### src/rtl/cm_pkg.sv
package cm_pkg;

  typedef enum logic [1:0] {
    SC_LINE = 2'b00,
    SC_PAGE = 2'b01,
    SC_ALL  = 2'b10
  } scope_t;

  typedef enum logic [1:0] {
    S_IDLE  = 2'b00,
    S_DRAIN = 2'b01,
    S_WALK  = 2'b10,
    S_PUSH  = 2'b11
  } state_t;

endpackage

### src/rtl/cm_valid_store.sv
module cm_valid_store #(
  parameter int SETS = 16,
  parameter int WAYS = 2
) (
  input  logic                      clk,
  input  logic                      rst_n,
  input  logic                      fill_en,
  input  logic [$clog2(SETS)-1:0]   fill_set,
  input  logic [$clog2(WAYS)-1:0]   fill_way,
  input  logic                      fill_valid,
  input  logic                      inv_en,
  input  logic [$clog2(SETS)-1:0]   inv_set,
  input  logic [WAYS-1:0]           inv_ways,
  input  logic [$clog2(SETS)-1:0]   rd_set,
  output logic [WAYS-1:0]           rd_valid,
  input  logic [$clog2(SETS)-1:0]   pr_set,
  input  logic [$clog2(WAYS)-1:0]   pr_way,
  output logic                      pr_valid
);
  localparam int SETW = $clog2(SETS);

  logic [WAYS-1:0] vld_q [SETS];

  for (genvar gs = 0; gs < SETS; gs++) begin : g_set
    logic [WAYS-1:0] vld_d;
    logic            row_en;

    always_comb begin
      vld_d = vld_q[gs];
      if (fill_en && fill_set == SETW'(gs)) vld_d[fill_way] = fill_valid;
      if (inv_en && inv_set == SETW'(gs))   vld_d = vld_d & ~inv_ways;
      row_en = (fill_en && fill_set == SETW'(gs)) || (inv_en && inv_set == SETW'(gs));
    end

    always_ff @(posedge clk or negedge rst_n) begin
      if (!rst_n)      vld_q[gs] <= '0;
      else if (row_en) vld_q[gs] <= vld_d;
    end
  end

  assign rd_valid = vld_q[rd_set];
  assign pr_valid = vld_q[pr_set][pr_way];

endmodule

### src/rtl/cm_dirty_store.sv
module cm_dirty_store #(
  parameter int SETS  = 16,
  parameter int WAYS  = 2,
  parameter int WORDS = 4
) (
  input  logic                      clk,
  input  logic                      rst_n,
  input  logic                      fill_en,
  input  logic [$clog2(SETS)-1:0]   fill_set,
  input  logic [$clog2(WAYS)-1:0]   fill_way,
  input  logic [WORDS-1:0]          fill_dirty,
  input  logic                      inv_en,
  input  logic [$clog2(SETS)-1:0]   inv_set,
  input  logic [WAYS-1:0]           inv_ways,
  input  logic [$clog2(SETS)-1:0]   rd_set,
  output logic [WAYS*WORDS-1:0]     rd_dirty,
  input  logic [$clog2(SETS)-1:0]   pr_set,
  input  logic [$clog2(WAYS)-1:0]   pr_way,
  output logic [WORDS-1:0]          pr_dirty
);
  localparam int SETW = $clog2(SETS);
  localparam int DW   = WAYS * WORDS;

  logic [DW-1:0] drt_q [SETS];

  for (genvar gs = 0; gs < SETS; gs++) begin : g_set
    logic [DW-1:0] drt_d;
    logic          row_en;

    always_comb begin
      drt_d = drt_q[gs];
      if (fill_en && fill_set == SETW'(gs))
        drt_d[int'(fill_way)*WORDS +: WORDS] = fill_dirty;
      if (inv_en && inv_set == SETW'(gs)) begin
        for (int w = 0; w < WAYS; w++)
          if (inv_ways[w]) drt_d[w*WORDS +: WORDS] = '0;
      end
      row_en = (fill_en && fill_set == SETW'(gs)) || (inv_en && inv_set == SETW'(gs));
    end

    always_ff @(posedge clk or negedge rst_n) begin
      if (!rst_n)      drt_q[gs] <= '0;
      else if (row_en) drt_q[gs] <= drt_d;
    end
  end

  assign rd_dirty = drt_q[rd_set];
  assign pr_dirty = drt_q[pr_set][int'(pr_way)*WORDS +: WORDS];

endmodule

### src/rtl/cm_push_beats.sv
module cm_push_beats #(
  parameter int SETS  = 16,
  parameter int WAYS  = 2,
  parameter int WORDS = 4
) (
  input  logic                      clk,
  input  logic                      rst_n,
  input  logic                      start,
  input  logic                      full,
  input  logic [$clog2(WORDS)-1:0]  first_word,
  input  logic [$clog2(SETS)-1:0]   line_set,
  input  logic [$clog2(WAYS)-1:0]   line_way,
  input  logic                      bus_ack,
  output logic                      bus_req,
  output logic [$clog2(SETS)-1:0]   bus_set,
  output logic [$clog2(WAYS)-1:0]   bus_way,
  output logic [$clog2(WORDS)-1:0]  bus_word,
  output logic                      bus_full,
  output logic                      fin
);
  localparam int SETW  = $clog2(SETS);
  localparam int WAYW  = $clog2(WAYS);
  localparam int WORDW = $clog2(WORDS);

  logic             act_q, act_d;
  logic             full_q, full_d;
  logic [WORDW-1:0] word_q, word_d;
  logic [SETW-1:0]  set_q, set_d;
  logic [WAYW-1:0]  way_q, way_d;
  logic             last_beat;
  logic             en;

  assign last_beat = !full_q || (word_q == WORDW'(WORDS-1));

  always_comb begin
    act_d  = act_q;
    full_d = full_q;
    word_d = word_q;
    set_d  = set_q;
    way_d  = way_q;
    en     = 1'b0;
    if (start) begin
      en     = 1'b1;
      act_d  = 1'b1;
      full_d = full;
      word_d = full ? '0 : first_word;
      set_d  = line_set;
      way_d  = line_way;
    end else if (act_q && bus_ack) begin
      en = 1'b1;
      if (last_beat) act_d  = 1'b0;
      else           word_d = word_q + 1'b1;
    end
  end

  always_ff @(posedge clk or negedge rst_n) begin
    if (!rst_n) begin
      act_q  <= 1'b0;
      full_q <= 1'b0;
      word_q <= '0;
      set_q  <= '0;
      way_q  <= '0;
    end else if (en) begin
      act_q  <= act_d;
      full_q <= full_d;
      word_q <= word_d;
      set_q  <= set_d;
      way_q  <= way_d;
    end
  end

  assign bus_req  = act_q;
  assign bus_set  = set_q;
  assign bus_way  = way_q;
  assign bus_word = word_q;
  assign bus_full = full_q;
  assign fin      = act_q && bus_ack && last_beat;

endmodule

### src/rtl/cm_maint_seq.sv
module cm_maint_seq
  import cm_pkg::*;
#(
  parameter int SETS      = 16,
  parameter int WAYS      = 2,
  parameter int WORDS     = 4,
  parameter int PAGE_SETS = 4,
  parameter int IRQW      = 3
) (
  input  logic                      clk,
  input  logic                      rst_n,
  input  logic                      cmd_valid,
  input  logic                      cmd_push,
  input  logic [1:0]                cmd_scope,
  input  logic [1:0]                cmd_sel,
  input  logic [$clog2(SETS)-1:0]   cmd_set,
  input  logic [$clog2(WAYS)-1:0]   cmd_way,
  input  logic                      drain_busy,
  input  logic [IRQW-1:0]           irq_level,
  input  logic                      fill_en,
  input  logic                      fill_cache,
  input  logic [$clog2(SETS)-1:0]   fill_set,
  input  logic [$clog2(WAYS)-1:0]   fill_way,
  input  logic                      fill_valid,
  input  logic [WORDS-1:0]          fill_dirty,
  input  logic                      probe_cache,
  input  logic [$clog2(SETS)-1:0]   probe_set,
  input  logic [$clog2(WAYS)-1:0]   probe_way,
  output logic                      probe_valid,
  output logic [WORDS-1:0]          probe_dirty,
  output logic                      bus_req,
  output logic [$clog2(SETS)-1:0]   bus_set,
  output logic [$clog2(WAYS)-1:0]   bus_way,
  output logic [$clog2(WORDS)-1:0]  bus_word,
  output logic                      bus_full,
  input  logic                      bus_ack,
  output logic                      interlock,
  output logic                      done,
  output logic [IRQW-1:0]           irq_sampled
);
  localparam int SETW  = $clog2(SETS);
  localparam int WAYW  = $clog2(WAYS);
  localparam int WORDW = $clog2(WORDS);
  localparam int DW    = WAYS * WORDS;
  localparam logic [SETW-1:0] PAGE_MASK = SETW'(PAGE_SETS - 1);

  state_t          state_q, state_d;
  logic            push_q, push_d;
  logic [1:0]      sel_q, sel_d;
  logic [SETW-1:0] set_q, set_d;
  logic [SETW-1:0] last_q, last_d;
  logic [WAYS-1:0] ways_q, ways_d;
  logic [WAYW-1:0] pway_q, pway_d;
  logic            done_q, done_d;
  logic [IRQW-1:0] irq_q, irq_d;
  logic            ctl_en;

  logic            accept;
  logic [SETW-1:0] cmd_first, cmd_last;
  logic [WAYS-1:0] cmd_ways;

  logic [WAYS-1:0] i_rd_valid, d_rd_valid;
  logic [DW-1:0]   d_rd_dirty;
  logic            i_pr_valid, d_pr_valid;
  logic [WORDS-1:0] d_pr_dirty;

  logic [WAYS-1:0]  cand;
  logic             has_cand;
  logic [WAYW-1:0]  pick;
  logic [WORDS-1:0] pick_mask;
  logic             pick_full;
  logic [WORDW-1:0] pick_word;
  logic             walk_inv, walk_fin;
  logic             eng_start, eng_fin;
  logic             i_inv_en, d_inv_en;
  logic [WAYS-1:0]  d_inv_ways;
  logic             pline_valid;

  assign accept    = (state_q == S_IDLE) && cmd_valid;
  assign interlock = (state_q != S_IDLE);

  // Command decode: range of sets and ways touched
  always_comb begin
    cmd_ways = '1;
    unique case (scope_t'(cmd_scope))
      SC_LINE: begin
        cmd_first = cmd_set;
        cmd_last  = cmd_set;
        cmd_ways  = WAYS'(1) << cmd_way;
      end
      SC_PAGE: begin
        cmd_first = cmd_set & ~PAGE_MASK;
        cmd_last  = cmd_set | PAGE_MASK;
      end
      default: begin
        cmd_first = '0;
        cmd_last  = SETW'(SETS - 1);
      end
    endcase
  end

  // Dirty-line selection in the set being walked
  always_comb begin
    for (int w = 0; w < WAYS; w++)
      cand[w] = ways_q[w] && d_rd_valid[w] && (|d_rd_dirty[w*WORDS +: WORDS])
                && push_q && sel_q[1];
    has_cand = 1'b0;
    pick     = '0;
    for (int w = WAYS - 1; w >= 0; w--)
      if (cand[w]) begin
        has_cand = 1'b1;
        pick     = WAYW'(w);
      end
  end

  assign pick_mask = d_rd_dirty[int'(pick)*WORDS +: WORDS];

  always_comb begin
    int n;
    n         = 0;
    pick_word = '0;
    for (int b = WORDS - 1; b >= 0; b--)
      if (pick_mask[b]) begin
        n         = n + 1;
        pick_word = WORDW'(b);
      end
    pick_full = (n > 1);
  end

  // Next-state process
  always_comb begin
    state_d   = state_q;
    push_d    = push_q;
    sel_d     = sel_q;
    set_d     = set_q;
    last_d    = last_q;
    ways_d    = ways_q;
    pway_d    = pway_q;
    done_d    = 1'b0;
    eng_start = 1'b0;
    walk_inv  = 1'b0;
    walk_fin  = 1'b0;
    unique case (state_q)
      S_IDLE: begin
        if (cmd_valid) begin
          state_d = S_DRAIN;
          push_d  = cmd_push;
          sel_d   = cmd_sel;
          set_d   = cmd_first;
          last_d  = cmd_last;
          ways_d  = cmd_ways;
        end
      end
      S_DRAIN: begin
        if (!drain_busy) state_d = S_WALK;
      end
      S_WALK: begin
        if (has_cand) begin
          eng_start = 1'b1;
          pway_d    = pick;
          state_d   = S_PUSH;
        end else begin
          walk_inv = 1'b1;
          if (set_q == last_q) begin
            walk_fin = 1'b1;
            state_d  = S_IDLE;
            done_d   = 1'b1;
          end else begin
            set_d = set_q + 1'b1;
          end
        end
      end
      default: begin
        if (eng_fin) state_d = S_WALK;
      end
    endcase
  end

  assign ctl_en = accept || interlock;

  // Register process
  always_ff @(posedge clk or negedge rst_n) begin
    if (!rst_n) begin
      state_q <= S_IDLE;
      push_q  <= 1'b0;
      sel_q   <= '0;
      set_q   <= '0;
      last_q  <= '0;
      ways_q  <= '0;
      pway_q  <= '0;
    end else if (ctl_en) begin
      state_q <= state_d;
      push_q  <= push_d;
      sel_q   <= sel_d;
      set_q   <= set_d;
      last_q  <= last_d;
      ways_q  <= ways_d;
      pway_q  <= pway_d;
    end
  end

  always_ff @(posedge clk or negedge rst_n) begin
    if (!rst_n) done_q <= 1'b0;
    else        done_q <= done_d;
  end

  assign irq_d = irq_level;

  always_ff @(posedge clk or negedge rst_n) begin
    if (!rst_n)      irq_q <= '0;
    else if (ctl_en) irq_q <= irq_d;
  end

  assign done        = done_q;
  assign irq_sampled = irq_q;

  // Invalidate controls for both caches
  assign i_inv_en   = walk_inv && sel_q[0];
  assign d_inv_en   = (walk_inv && sel_q[1]) || eng_fin;
  assign d_inv_ways = (state_q == S_PUSH) ? (WAYS'(1) << pway_q) : ways_q;
  assign pline_valid = d_rd_valid[pway_q];

  cm_valid_store #(.SETS(SETS), .WAYS(WAYS)) u_ivld (
    .clk(clk), .rst_n(rst_n),
    .fill_en(fill_en && !fill_cache), .fill_set(fill_set), .fill_way(fill_way),
    .fill_valid(fill_valid),
    .inv_en(i_inv_en), .inv_set(set_q), .inv_ways(ways_q),
    .rd_set(set_q), .rd_valid(i_rd_valid),
    .pr_set(probe_set), .pr_way(probe_way), .pr_valid(i_pr_valid)
  );

  cm_valid_store #(.SETS(SETS), .WAYS(WAYS)) u_dvld (
    .clk(clk), .rst_n(rst_n),
    .fill_en(fill_en && fill_cache), .fill_set(fill_set), .fill_way(fill_way),
    .fill_valid(fill_valid),
    .inv_en(d_inv_en), .inv_set(set_q), .inv_ways(d_inv_ways),
    .rd_set(set_q), .rd_valid(d_rd_valid),
    .pr_set(probe_set), .pr_way(probe_way), .pr_valid(d_pr_valid)
  );

  cm_dirty_store #(.SETS(SETS), .WAYS(WAYS), .WORDS(WORDS)) u_ddrt (
    .clk(clk), .rst_n(rst_n),
    .fill_en(fill_en && fill_cache), .fill_set(fill_set), .fill_way(fill_way),
    .fill_dirty(fill_dirty),
    .inv_en(d_inv_en), .inv_set(set_q), .inv_ways(d_inv_ways),
    .rd_set(set_q), .rd_dirty(d_rd_dirty),
    .pr_set(probe_set), .pr_way(probe_way), .pr_dirty(d_pr_dirty)
  );

  cm_push_beats #(.SETS(SETS), .WAYS(WAYS), .WORDS(WORDS)) u_push (
    .clk(clk), .rst_n(rst_n),
    .start(eng_start), .full(pick_full), .first_word(pick_word),
    .line_set(set_q), .line_way(pick),
    .bus_ack(bus_ack), .bus_req(bus_req), .bus_set(bus_set), .bus_way(bus_way),
    .bus_word(bus_word), .bus_full(bus_full), .fin(eng_fin)
  );

  assign probe_valid = probe_cache ? d_pr_valid : i_pr_valid;
  assign probe_dirty = probe_cache ? d_pr_dirty : '0;

endmodule

### config.mk
export PLATFORM = sky130hd
export DESIGN_NAME = cm_maint_seq
export DESIGN_NICKNAME = d
export VERILOG_FILES = /design/src/rtl/cm_pkg.sv /design/src/rtl/cm_valid_store.sv /design/src/rtl/cm_dirty_store.sv /design/src/rtl/cm_push_beats.sv /design/src/rtl/cm_maint_seq.sv
export SDC_FILE = /design/constraint.sdc
export NUM_CORES = 1
export LEC_CHECK = 0
export ABC_AREA = 1
export BUFFER_PORTS_ARGS = -buffer_cell sky130_fd_sc_hd__buf_2
export CORE_ASPECT_RATIO = 2
export CORE_MARGIN = 1.5
export CORE_UTILIZATION = 35
export DETAILED_ROUTE_END_ITERATION = 12
export PLACE_DENSITY_LB_ADDON = 0.12
export SLEW_MARGIN = 20
export SYNTH_ARGS = -nofsm -noshare
export SYNTH_HDL_FRONTEND = slang
export SYNTH_SLANG_ARGS = --single-unit
### constraint.sdc
create_clock -name clk -period 3.3 [get_ports clk]
set_input_delay 0.165 -clock clk [delete_from_list [all_inputs] [get_ports clk]]
set_output_delay 0.165 -clock clk [all_outputs]
set_load 0.03 [all_outputs]
==> metrics.md <==
| Metric | Value |
|---|---|
| Vias in the first global route | 14600 |
| Routed vias/inst | 5.59 |
| H-tree depth | 1 |
| Final setup fails | 0 |
| CTS Buf Count | 24 |
| Max Freq | 0.313 GHz |
| CTS Buffer Depth | 3 |
| Yosys top cell by area | dfrtp_1 |
| Initial antenna violation count | 0 |
| DR vias | 14700 |
| Commonest cells after routing, fill and taps aside | 435 x nand2_1, 332 x nor2_1, 257 x o21ai_0, 220 x dfrtp_1, 159 x a21oi_1 |
| Number of synthesized register bits | 221 |
| Final HPWL DP | 44.0 mm |
| CTS Root Cell | clkbuf_16 |
| First-pass GRT wire length | 91.1 mm |
| Die area | 40500 um^2 |
| Dominant synthesized flop cell | dfrtp_1 |
| Status | finished clean |
| Routed met1 length | 21.7 mm |
| Max IR drop VDD | 0.000451 V |
| Worst hold slack | 16.4 ps |
| Die W | 143 um |
| Largest net degree at the start of global routing | 78 |
| Starting Density | 0.355 |
| Gpl congestion | 0.973 |
| Distinct cells, synth | 44 |
| Worst-Margin Slew | 925 ps |
| Drt pass-1 iters | 6 |
| CP Class | reg2reg |
| Commonest non-fill, non-tap cell in the layout | nand2_1 |
| Setup TNS | 0 ps |
| Leak | 7.58 nW |
| Post-Place Worst Slack | 16.3 ps |
| Crit path time final | 3200 ps |
| Synth Cell Area | 13700 um^2 |
| CTS tree | built |
| Total congestion overflow | 0 |
| Clock sinks | 221 |
| Max_cap viols | 0 |
| Area Growth Syn to Fin | 20.7% |
| Post-route ant nets | 0 |
| Arr. time, crit path | 3680 ps |
| Pwr Total | 14.2 mW |
| CP Capture Type | flop |
| RSZ-0062 raised after global routing | yes |
| EDFF count, synth | 0 |
| HP Class | in2reg |
| Gr usage total | 0.304 |
| Metal3 WL | 3.53 mm |
| Worst endpoint required time | 3780 ps |
| Top post-synthesis cells by area | dfrtp_1 40%, nand2_1 12%, o21ai_0 9.7% |
| Core area | 38700 um^2 |
| Max FO, Critical Path | 8 |
| Top Ports | 55 |
| Cells after synthesis | 1991 |
| Clock-pin slew on the worst setup and hold paths | 60 ps |
| Final worst slack | 102 ps |
| Cell Rows | 102 |
| Port Buffers | 54 |
| DP Area | 15000 um^2 |
| Placed insts | 2551 |
| Drt drc | 0 |
| Final instance area | 16600 um^2 |
| Post-Synthesis Net Count | 2041 |
| DR WL met2 | 30.8 mm |
| Fin cells | 2632 |
| Final Cycle Share | 0.969 |
| Top sig layer | met4 |
| Slew HR | 0.383 |
| Hold Vio Cnt, Final | 0 |
| First-iteration detailed-routing DRC count | 1258 |
| Synth top area share | 0.403 |
| Core Util, Final | 0.428 |
| Async SR Flop Fraction | 1.00 |
| Yosys warnings | 0 |
| PwrDens | 857 nW/um^2 |
| Slew Limit Fails | 0 |
| Layout cells sized above 1 | 0.141 |
| Worst skew pair latency | 550 ps |
| Sequential area share after synthesis | 0.403 |
| Die Ht | 283 um |
| CP startpoint kind | flop |
| Post-synthesis average cell area | 6.89 um^2 |
| # nets final | 2146 |
| # diodes | 0 |
| Final worst clock skew | 13.0 ps |
| Detailed Route WL | 61.9 mm |
| Drt wl/cell | 23.5 um |
[cells by family after synthesis]
kind of cell,after synthesis,share of synthesized area
xor+xnor,5,0.00319
fa+ha+maj,14,0.0128
flops,221,0.403
mux,18,0.0131
simple gates,928,0.273
compound gates,548,0.217
buf+inv,257,0.0776
[report_power, final]
part / switching (mW) / leakage [nW] / total (mW) / internal, mW
sequential: 0.774 / 2.82 / 4.38 / 3.61
combinational: 4.28 / 4.33 / 6.75 / 2.47
clock: 1.23 / 0.431 / 3.07 / 1.84
total: 6.29 / 7.58 / 14.2 / 7.91
[routing by layer]
layer / vias to the layer above / track usage
met5: - / 0
met4: 0 / 0.237
met3: 225 / 0.0389
met1: 7013 / 0.329
li1: 6815 / -
met2: 649 / 0.525
[final cells by class]
| cell class | count | area (um^2) |
|---|---|---|
| clock inverter | 13 | 203 |
| multi-input combinational | 1513 | 7310 |
| timing repair buffer | 184 | 1620 |
| fill | 4060 | 22100 |
| clock buffer | 29 | 671 |
| sequential | 221 | 5530 |
| inverter | 152 | 576 |
| tap | 520 | 651 |
[flip-flops by register name, indices dropped and copies added (netlist names), 2 cells and up]
signal / flops
last_q: 4
u_dvld.vld_q: 32
u_push.bus_word: 2
set_q: 4
u_ddrt.drt_q: 128
u_push.bus_set: 4
u_ivld.vld_q: 32
ways_q: 2
irq_sampled: 3
state_q: 2
sel_q: 2
[final timing paths]
| path | startpoint | end | slack (ps) | depth (start not counted) |
|---|---|---|---|---|
| max in group asynchronous | rst_n | u_push.bus_full$_DFFE_PN0P_ | 2070 | 3 |
| worst max-delay path | set_q[0]$_DFFE_PN0P_ | u_push.bus_word[0]$_DFFE_PN0P_ | 100 | 24 |
| worst max register to register | set_q[0]$_DFFE_PN0P_ | u_push.bus_word[0]$_DFFE_PN0P_ | 100 | 24 |
| worst min-delay path | cmd_scope[0] | ways_q[1]$_DFFE_PN0P_ | 20 | 4 |
| worst min register to register | u_push.bus_way$_DFFE_PN0P_ | u_push.bus_way$_DFFE_PN0P_ | 480 | 2 |
| min in group asynchronous | rst_n | u_ddrt.drt_q[106]$_DFFE_PN0P_ | 220 | 2 |
[what timing repair did]
action,CTS,global route
buffers inserted,0,18
gates resized for setup,0,79
hold endpoints to repair,90,0
hold buffers,18,0
endpoints found under the setup margin,0,71
[worst max-delay path, cell delays in order (launching register included)]
cell and delay [ps]:
dfrtp_2 470, clkinv_4 140, clkbuf_16 180, buf_8 140, nand2_1 60, nand3_1 60, nand2_1 50, nand2_1 70
nand2_2 130, nor2_4 150, nand2_2 80, o21ai_4 160, nand2_4 110, buf_6 130, o21a_4 220, ha_4 250
nand2_2 70, inv_2 30, nand3_2 60, nand2_1 50, inv_1 50, nand2_1 50, nor2_2 170, nand3_1 130
a21oi_2 130
[synth_stat cells, types with 14 or more instances]
master	number
a21oi_1	162
buf_2	14
clkbuf_1	70
dfrtp_1	221
ha_1	14
inv_1	133
mux2i_1	18
nand2_1	454
nand3_1	63
nor2_1	343
nor3_1	34
o21ai_0	266
o22ai_1	63
Power figures use the tool's default switching activity.
